--- src/rtl/csp_pkg.sv ---
package csp_pkg;

    typedef enum logic {
        SLOT_DATA = 1'b0,
        SLOT_CTRL = 1'b1
    } slot_kind_e;

    typedef struct packed {
        logic keep_lsb;   // full-width data word is useful
        logic want_ctrl;  // a control slot follows in this frame
    } frame_dec_t;

    // mode_sel: 2'b00 software, 2'b01 hardware data-only, 2'b1x hardware mixed
    function automatic frame_dec_t decode_frame(input logic [1:0] sel, input logic lsb);
        frame_dec_t d;
        d.keep_lsb  = (sel != 2'b00);
        d.want_ctrl = sel[1] | ((sel == 2'b00) & lsb);
        return d;
    endfunction

endpackage

--- src/rtl/csp_shift_engine.sv ---
module csp_shift_engine #(
    parameter int W = 16
) (
    input  logic         clk,
    input  logic         rst,
    input  logic         start,
    input  logic [W-1:0] load_word,
    input  logic         ser_in,
    output logic         busy,
    output logic         last,
    output logic [W-1:0] rx_next,
    output logic         ser_out,
    output logic         ser_oe
);
    localparam int CW = $clog2(W);

    logic [CW-1:0] bit_cnt;
    logic [W-1:0]  tx_sr;
    logic [W-1:0]  rx_sr;
    logic          busy_q;

    always_ff @(posedge clk) begin
        if (rst) begin
            busy_q  <= 1'b0;
            bit_cnt <= '0;
            tx_sr   <= '0;
            rx_sr   <= '0;
        end else if (!busy_q) begin
            if (start) begin
                busy_q  <= 1'b1;
                bit_cnt <= '0;
                tx_sr   <= load_word;
            end
        end else begin
            rx_sr   <= rx_next;
            tx_sr   <= {tx_sr[W-2:0], 1'b0};
            bit_cnt <= bit_cnt + 1'b1;
            if (last) begin
                busy_q <= 1'b0;
            end
        end
    end

    assign busy    = busy_q;
    assign last    = busy_q && (bit_cnt == CW'(W - 1));
    assign rx_next = {rx_sr[W-2:0], ser_in};
    assign ser_oe  = busy_q;
    assign ser_out = busy_q & tx_sr[W-1];

endmodule

--- src/rtl/csp_sync_ctl.sv ---
module csp_sync_ctl #(
    parameter int FRAME_LEN = 64
) (
    input  logic clk,
    input  logic rst,
    input  logic master_en,
    input  logic frame_sync,
    input  logic busy,
    input  logic prim_end,
    input  logic want_ctrl,
    output logic start,
    output logic start_sec,
    output logic mid_sync
);
    localparam int HALF = FRAME_LEN / 2;
    localparam int FW   = $clog2(FRAME_LEN + 1);

    logic [FW-1:0] frame_cnt;
    logic          pending;
    logic          mid_q;

    assign start     = ~busy & (frame_sync | mid_q);
    assign start_sec = start & (master_en ? mid_q : pending);

    always_ff @(posedge clk) begin
        if (rst) begin
            frame_cnt <= '1;
            pending   <= 1'b0;
            mid_q     <= 1'b0;
        end else begin
            if (start && !start_sec) begin
                frame_cnt <= '0;
            end else if (frame_cnt != '1) begin
                frame_cnt <= frame_cnt + 1'b1;
            end

            if (start_sec) begin
                pending <= 1'b0;
            end else if (prim_end && want_ctrl) begin
                pending <= 1'b1;
            end

            mid_q <= master_en & pending & (frame_cnt == FW'(HALF - 2));
        end
    end

    assign mid_sync = mid_q;

endmodule

--- src/rtl/csp_host_port.sv ---
module csp_host_port
    import csp_pkg::*;
#(
    parameter int W         = 16,
    parameter int FRAME_LEN = 64
) (
    input  logic         clk,
    input  logic         rst,
    input  logic         master_en,
    input  logic [1:0]   mode_sel,
    input  logic         frame_sync,
    input  logic         ser_in,
    input  logic [W-1:0] tx_data,
    input  logic [W-1:0] reg_data,
    output logic         ser_out,
    output logic         ser_oe,
    output logic         mid_sync,
    output logic [W-1:0] rx_data,
    output logic         rx_valid,
    output logic [W-1:0] ctrl_data,
    output logic         ctrl_valid
);
    logic         start;
    logic         start_sec;
    logic         busy;
    logic         last;
    logic [W-1:0] rx_next;
    logic [W-1:0] load_word;
    logic         prim_end;
    slot_kind_e   kind_q;
    frame_dec_t   dec;

    assign load_word = start_sec ? reg_data : tx_data;
    assign dec       = decode_frame(mode_sel, rx_next[0]);
    assign prim_end  = last && (kind_q == SLOT_DATA);

    csp_sync_ctl #(.FRAME_LEN(FRAME_LEN)) u_sync (
        .clk       (clk),
        .rst       (rst),
        .master_en (master_en),
        .frame_sync(frame_sync),
        .busy      (busy),
        .prim_end  (prim_end),
        .want_ctrl (dec.want_ctrl),
        .start     (start),
        .start_sec (start_sec),
        .mid_sync  (mid_sync)
    );

    csp_shift_engine #(.W(W)) u_shift (
        .clk      (clk),
        .rst      (rst),
        .start    (start),
        .load_word(load_word),
        .ser_in   (ser_in),
        .busy     (busy),
        .last     (last),
        .rx_next  (rx_next),
        .ser_out  (ser_out),
        .ser_oe   (ser_oe)
    );

    always_ff @(posedge clk) begin
        if (rst) begin
            kind_q     <= SLOT_DATA;
            rx_data    <= '0;
            rx_valid   <= 1'b0;
            ctrl_data  <= '0;
            ctrl_valid <= 1'b0;
        end else begin
            rx_valid   <= 1'b0;
            ctrl_valid <= 1'b0;
            if (start && !busy) begin
                kind_q <= start_sec ? SLOT_CTRL : SLOT_DATA;
            end
            if (last) begin
                if (kind_q == SLOT_DATA) begin
                    rx_data  <= dec.keep_lsb ? rx_next : {rx_next[W-1:1], 1'b0};
                    rx_valid <= 1'b1;
                end else begin
                    ctrl_data  <= rx_next;
                    ctrl_valid <= 1'b1;
                end
            end
        end
    end

endmodule

--- config.mk ---
export PLATFORM = sky130hd
export DESIGN_NAME = csp_host_port
export DESIGN_NICKNAME = d
export VERILOG_FILES = /design/src/rtl/csp_pkg.sv /design/src/rtl/csp_shift_engine.sv /design/src/rtl/csp_sync_ctl.sv /design/src/rtl/csp_host_port.sv
export SDC_FILE = /design/constraint.sdc
export NUM_CORES = 1
export LEC_CHECK = 0
export BUFFER_PORTS_ARGS = -buffer_cell sky130_fd_sc_hd__buf_4
export CAP_MARGIN = 40
export CORE_MARGIN = 2
export CORE_UTILIZATION = 48
export CTS_CLUSTER_DIAMETER = 50
export CTS_CLUSTER_SIZE = 20
export DETAILED_ROUTE_END_ITERATION = 6
export MAX_ROUTING_LAYER = met4
export PLACE_DENSITY = 0.81
export REMOVE_ABC_BUFFERS = 1
export SLEW_MARGIN = 10
export SYNTH_ARGS = -nofsm -noshare
export SYNTH_HDL_FRONTEND = slang
export SYNTH_HIERARCHICAL = 1
export SYNTH_SLANG_ARGS = --single-unit
--- constraint.sdc ---
create_clock -name clk -period 1.9 [get_ports clk]
set_input_delay 0 -clock clk [delete_from_list [all_inputs] [get_ports clk]]
set_output_delay 0 -clock clk [all_outputs]
set_load 0.005 [all_outputs]
# Yosys cells after proc, flatten, opt, wreduce, memory -nomap -nowiden
# Index checks and enable logic that the tools add are counted.
classes:
  bitwise_logic: 11
  reduce_logical: 16
  n_mux: 15
  n_eq_ne: 3
  n_addsub: 2
ops:
  columns: ["cell", "n"]
  rows:
  - ["16-bit 2-to-1 mux", 3]
  - ["7-bit 2-to-1 mux", 2]
  - ["1-bit 2-to-1 mux", 8]
  - ["4-bit 2-to-1 mux", 2]
  - ["7-bit by 1-bit adder with 7-bit output, second input constant", 1]
  - ["7-bit by 5-bit equality test with 1-bit output, second input constant", 1]
  - ["7-bit inequality test, second input constant", 1]
  - ["1-bit bitwise AND", 6]
  - ["2-bit nonzero test", 3]
  - ["2-bit OR reduction", 3]
  - ["1-bit logical AND", 5]
  - ["4-bit by 1-bit adder with 4-bit output, second input constant", 1]
  - ["4-bit equality test, second input constant", 1]
  - ["2-bit AND reduction", 2]
  - ["1-bit inverter", 3]
  - ["1-bit zero test", 2]
  - ["2-bit zero test", 1]
  - ["1-bit OR", 2]
totals:
  wordCells: 60
  regBits: 80

# Longest topological paths before layout
logic_depth:
  depth_word: 6
  mapped_depth: 8
  ltp_nobuf: 6

# Cells and area by module
# Netlist, hierarchy kept.
by_module_without_submodules:
  columns: ["module", "instances", "cells_each", "seq_area_each_um2", "area_per_inst_um2"]
  rows:
  - ["csp_shift_engine", 1, 143, 720.7, 1547.7]
  - ["csp_host_port", 1, 170, 700.7, 1427.6]
  - ["csp_sync_ctl", 1, 50, 180.2, 474.2]

# Worst setup path after synthesis
# Ideal clock, no wire load.
synth_path:
  path_type: "register to register"
  start: "register u_sync.mid_q, in the netlist u_sync/mid_sync"
  end: "register u_shift.tx_sr[6]"
  required_time_ns: 1.772
  path_buffers: 2
  path_slack_ns: 0.003
  period_less_slack_ns: 1.897
  t_arrival_ns: 1.769
  stages_incl_launch_ff: 9
  cell_sequence: "dfxtp_1 inv_1 a211oi_1 buf_2 buf_4 mux2_2 mux2_2 mux2i_1 nor2_1"
synth_between:
  elab_chain_cells: 6
synth_lines:
  columns: ["item", "line_no", "source"]
  rows:
  - ["start, declared", "csp_sync_ctl.sv:20", "logic mid_q;"]
  - ["start signal, assigned", "csp_sync_ctl.sv:43", "mid_q <= master_en & pending & (frame_cnt == FW'(HALF - 2));"]
  - ["1-bit OR", "csp_sync_ctl.sv:22", "assign start = ~busy & (frame_sync | mid_q);"]
  - ["1-bit bitwise AND", "csp_sync_ctl.sv:22", null]
  - ["1-bit bitwise AND *", "csp_sync_ctl.sv:23", "assign start_sec = start & (master_en ? mid_q : pending);"]
  - ["net start_sec", "csp_host_port.sv:24", "logic start_sec;"]
  - ["16-bit 2-to-1 mux *", "csp_host_port.sv:33", "assign load_word = start_sec ? reg_data : tx_data;"]
  - ["net load_word[6]", "csp_host_port.sv:28", "logic [W-1:0] load_word;"]
  - ["16-bit 2-to-1 mux *", "csp_shift_engine.sv:29", "if (start) begin"]
  - ["16-bit 2-to-1 mux *", "csp_shift_engine.sv:28", "end else if (!busy_q) begin"]
  - ["end signal, assigned", "csp_shift_engine.sv:32", "tx_sr <= load_word;"]
  - ["end signal, assigned", "csp_shift_engine.sv:36", "tx_sr <= {tx_sr[W-2:0], 1'b0};"]
  - ["end, declared", "csp_shift_engine.sv:18", "logic [W-1:0] tx_sr;"]
# The timed path passes the listed nets; every way through them passes the cells marked *. The select of a mux whose other input is x is not followed.
# A chain may end at the register's enable or synchronous reset.

# Worst setup path in the final report
layout_path:
  start: "register u_sync.pending"
  end: "register u_shift.tx_sr[11]"
layout_between:
  elab_chain_cells: 5
layout_lines:
  columns: ["item", "line_no", "source"]
  rows:
  - ["start, declared", "csp_sync_ctl.sv:19", "logic pending;"]
  - ["start signal, assigned", "csp_sync_ctl.sv:28", "pending <= 1'b0;"]
  - ["start signal, assigned", "csp_sync_ctl.sv:38", "pending <= 1'b0;"]
  - ["start signal, assigned", "csp_sync_ctl.sv:40", "pending <= 1'b1;"]
  - ["1-bit 2-to-1 mux", "csp_sync_ctl.sv:23", null]
  - ["1-bit bitwise AND", "csp_sync_ctl.sv:23", null]
  - ["net start_sec", "csp_host_port.sv:24", null]
  - ["16-bit 2-to-1 mux", "csp_host_port.sv:33", null]
  - ["net load_word[11]", "csp_host_port.sv:28", null]
  - ["16-bit 2-to-1 mux", "csp_shift_engine.sv:29", null]
  - ["16-bit 2-to-1 mux", "csp_shift_engine.sv:28", null]
# The timed path passes the listed nets, and every way through them passes these cells. The select of a mux whose other input is x is not followed.

==> impl_metrics.ini <==
[layout]
fillCellCount = 585
antenna_cells = 0
drive_above_1_share_pct = 34.5
multi_input_area_um2 = 1680
area_delta_synth_final_pct = 26.7
nets = 484
regArea_um2 = 1610
final_cell_mix = 86 x buf_4, 77 x dfxtp_1, 65 x nand2_1, 37 x nor2_1, 34 x a21oi_1
layout_commonest_cell = buf_4

[timing]
fin_skew_ps = 8.85
fin_crit_ps = 1890
tightest_slew_ps = 774
hold_violations = 0
period_share_pct = 99.6
drv_slew = 0
worst_slack_ps = 6.96
setup_viol = 0
relSlewSlack_pct = 48.4
fmax_mhz = 528
rsz0062_at_grt = true

[yosys]
synthArstFlopShare_pct = 0
seq_area_frac_synth_pct = 46.4
synth_fa_ha_area_share_pct = 1.09
synth.area.top_cells = dfxtp_1 46%, mux2i_1 9.6%, mux2_2 7.8%
netlist.area_leader.share_pct = 46.4
synth_top_area_cell = dfxtp_1
synth_edf_count = 0
post_synth_inst_count = 363
synthFlopType = dfxtp_1
avgSynthCellArea_um2 = 9.50
yosys_warnings = 6
synth_compound_area_share_pct = 10.5
ys_seq_elements = 80
synth_top_family_by_area = multiplexers
synth.cell_area_um2 = 3450
ys_types = 43
synth-xor-area-share_pct = 0.254
synth_mux_area_share_pct = 20.5
yosys.area_share.simple_pct = 15.6

[route]
dr.pass1.iters = 4
drt-total-wl_um = 7270
ant_nets = 0
vias = 2770
drcViolationCount = 0
drt-initial-drc-count = 162
viasPerCell = 5.10
wl_per_cell_um = 13.4

[global_route]
grt-ovfl-total = 0
grt_pass1_wl_um = 11500
grt_start_max_net_pins = 81
grt_pass1_vias = 2512
antenna_found_initial = 0
grt.total_usage_pct = 19.2

[critical_path]
critPathArrivalTime_ps = 2100
r2r_cells = 8
crit_type = reg2reg
cp_data_required_time_ps = 2100
startpoint_type = flip-flop
end_kind = flip-flop
path_max_fanout = 5
worst-r2r-setup-slack_ps = 7

[clock_tree]
cts_max_level = 3
cts_tree = done
clkTransAtPathRegs_ps = 80
cts_made_buffers = 9
clockBufferDepth = 2
cts-root-buf = clkbuf_8
clock_latency_ps = 350
clock_sink_count = 80

[worst_hold_path]
hold_depth = 3
worstHoldPathType = in2reg

[placed_design]
routabilityCongestion = 0.896
pre_cts_slack_ps = 3.92
io_buffers = 75
place_hpwl_um = 4680

[power]
ir_worst_vdd_mv = 0.493
p_total_uw = 3390
p_per_area_nw_per_um2 = 775
p_leak_uw = 0.00179

[floorplan]
fp.dieW_um = 88.8
start_util_pct = 50.2
fp-row-count = 30
core_area_um2 = 6870
num_io_pins = 76
dieHeight_um = 88.8
die-area_um2 = 7880

[status]
status = completed

[flow_run]
maxCapViolCount = 0
## cells by family after synthesis
kind of cell	Yosys count
fa+ha+maj	3
compound gates	59
simple gates	126
mux	64
buf+inv	30
xor+xnor	1
flops	80
## cells in the mapped netlist (all sizes together) (3+ instances only)
| cell type | instances |
|---|---|
| nand2 | 65 |
| o211ai | 3 |
| mux2 | 31 |
| o21ai | 3 |
| dfxtp | 80 |
| nor2 | 38 |
| inv | 4 |
| a21o | 4 |
| mux2i | 33 |
| buf | 18 |
| ha | 3 |
| a21oi | 34 |
| a31o | 6 |
| clkbuf | 7 |
| nand3 | 3 |
| nor3 | 3 |
| and2 | 3 |
## through the flow
step                cells  util (%)  hold slack [ps]  area [um2]  setup TNS [ps]
floorplan             338         -             69.1        3280          -51500
global placement      518      59.1              276        4060               0
detailed placement    518      59.1              291        4060               0
CTS                   536      62.0             1.75        4260               0
global route          543      63.6             27.9        4370            -675
finish                543      63.6             7.48        4370               0
## worst max-delay path: stages, from the launching register on
cell	delay, ps
dfxtp_4	380
nor2_4	50
a211oi_4	250
buf_4	170
buf_12	110
mux2_2	330
mux2_4	260
mux2i_1	150
nor2_1	60
## report_power, final
| group | internal [uW] | leakage (uW) | switching, uW |
|---|---|---|---|
| sequential | 1730 | 0.000651 | 58.3 |
| clock | 482 | 0.0000822 | 641 |
| combinational | 265 | 0.00106 | 207 |
| total | 2480 | 0.00179 | 906 |
## what timing repair did
action                     CTS  global route
setup endpoints to repair    1            15
gates resized for setup      0             8
hold endpoints to repair     4             0
pin swaps                    1             2
gates cloned                 0             2
hold buffers                 2             0
buffers inserted             0             5
## layout make-up
| type | count | share of cell area (%) |
|---|---|---|
| Multi-Input combinational cell | 253 | 38.3 |
| Timing Repair Buffer | 93 | 17.5 |
| Sequential cell | 80 | 36.8 |
| Clock inverter | 7 | 1.23 |
| Clock buffer | 9 | 2.83 |
| Tap cell | 96 | 2.75 |
| Inverter | 5 | 0.544 |
## layer usage
layer	share of wire [%]	vias to the layer above	GRT usage, %
li1	-	1391	-
met5	0	-	-
met4	0.70	0	7.58
met3	4.5	6	3.26
met1	44	1316	23.9
met2	50	57	31.1
## path summary, 6_finish.rpt
| check | from | to |
|---|---|---|
| worst max-delay path | u_sync/pending | u_shift/tx_sr[11] |
| worst min register to register | ctrl_data[11] | ctrl_data[11] |
| worst min-delay path | mode_sel[1] | rx_data[0] |
| worst max register to register | u_sync/pending | u_shift/tx_sr[11] |
## registers in the layout, indices dropped and copies added (netlist names), 4 cells and up
name and flops:
ctrl_data 16, rx_data 16, u_shift/tx_sr 16, u_shift/rx_sr 15, u_sync/frame_cnt 7, u_shift/bit_cnt 4
Note: power is estimated with default switching activity, not from simulation.
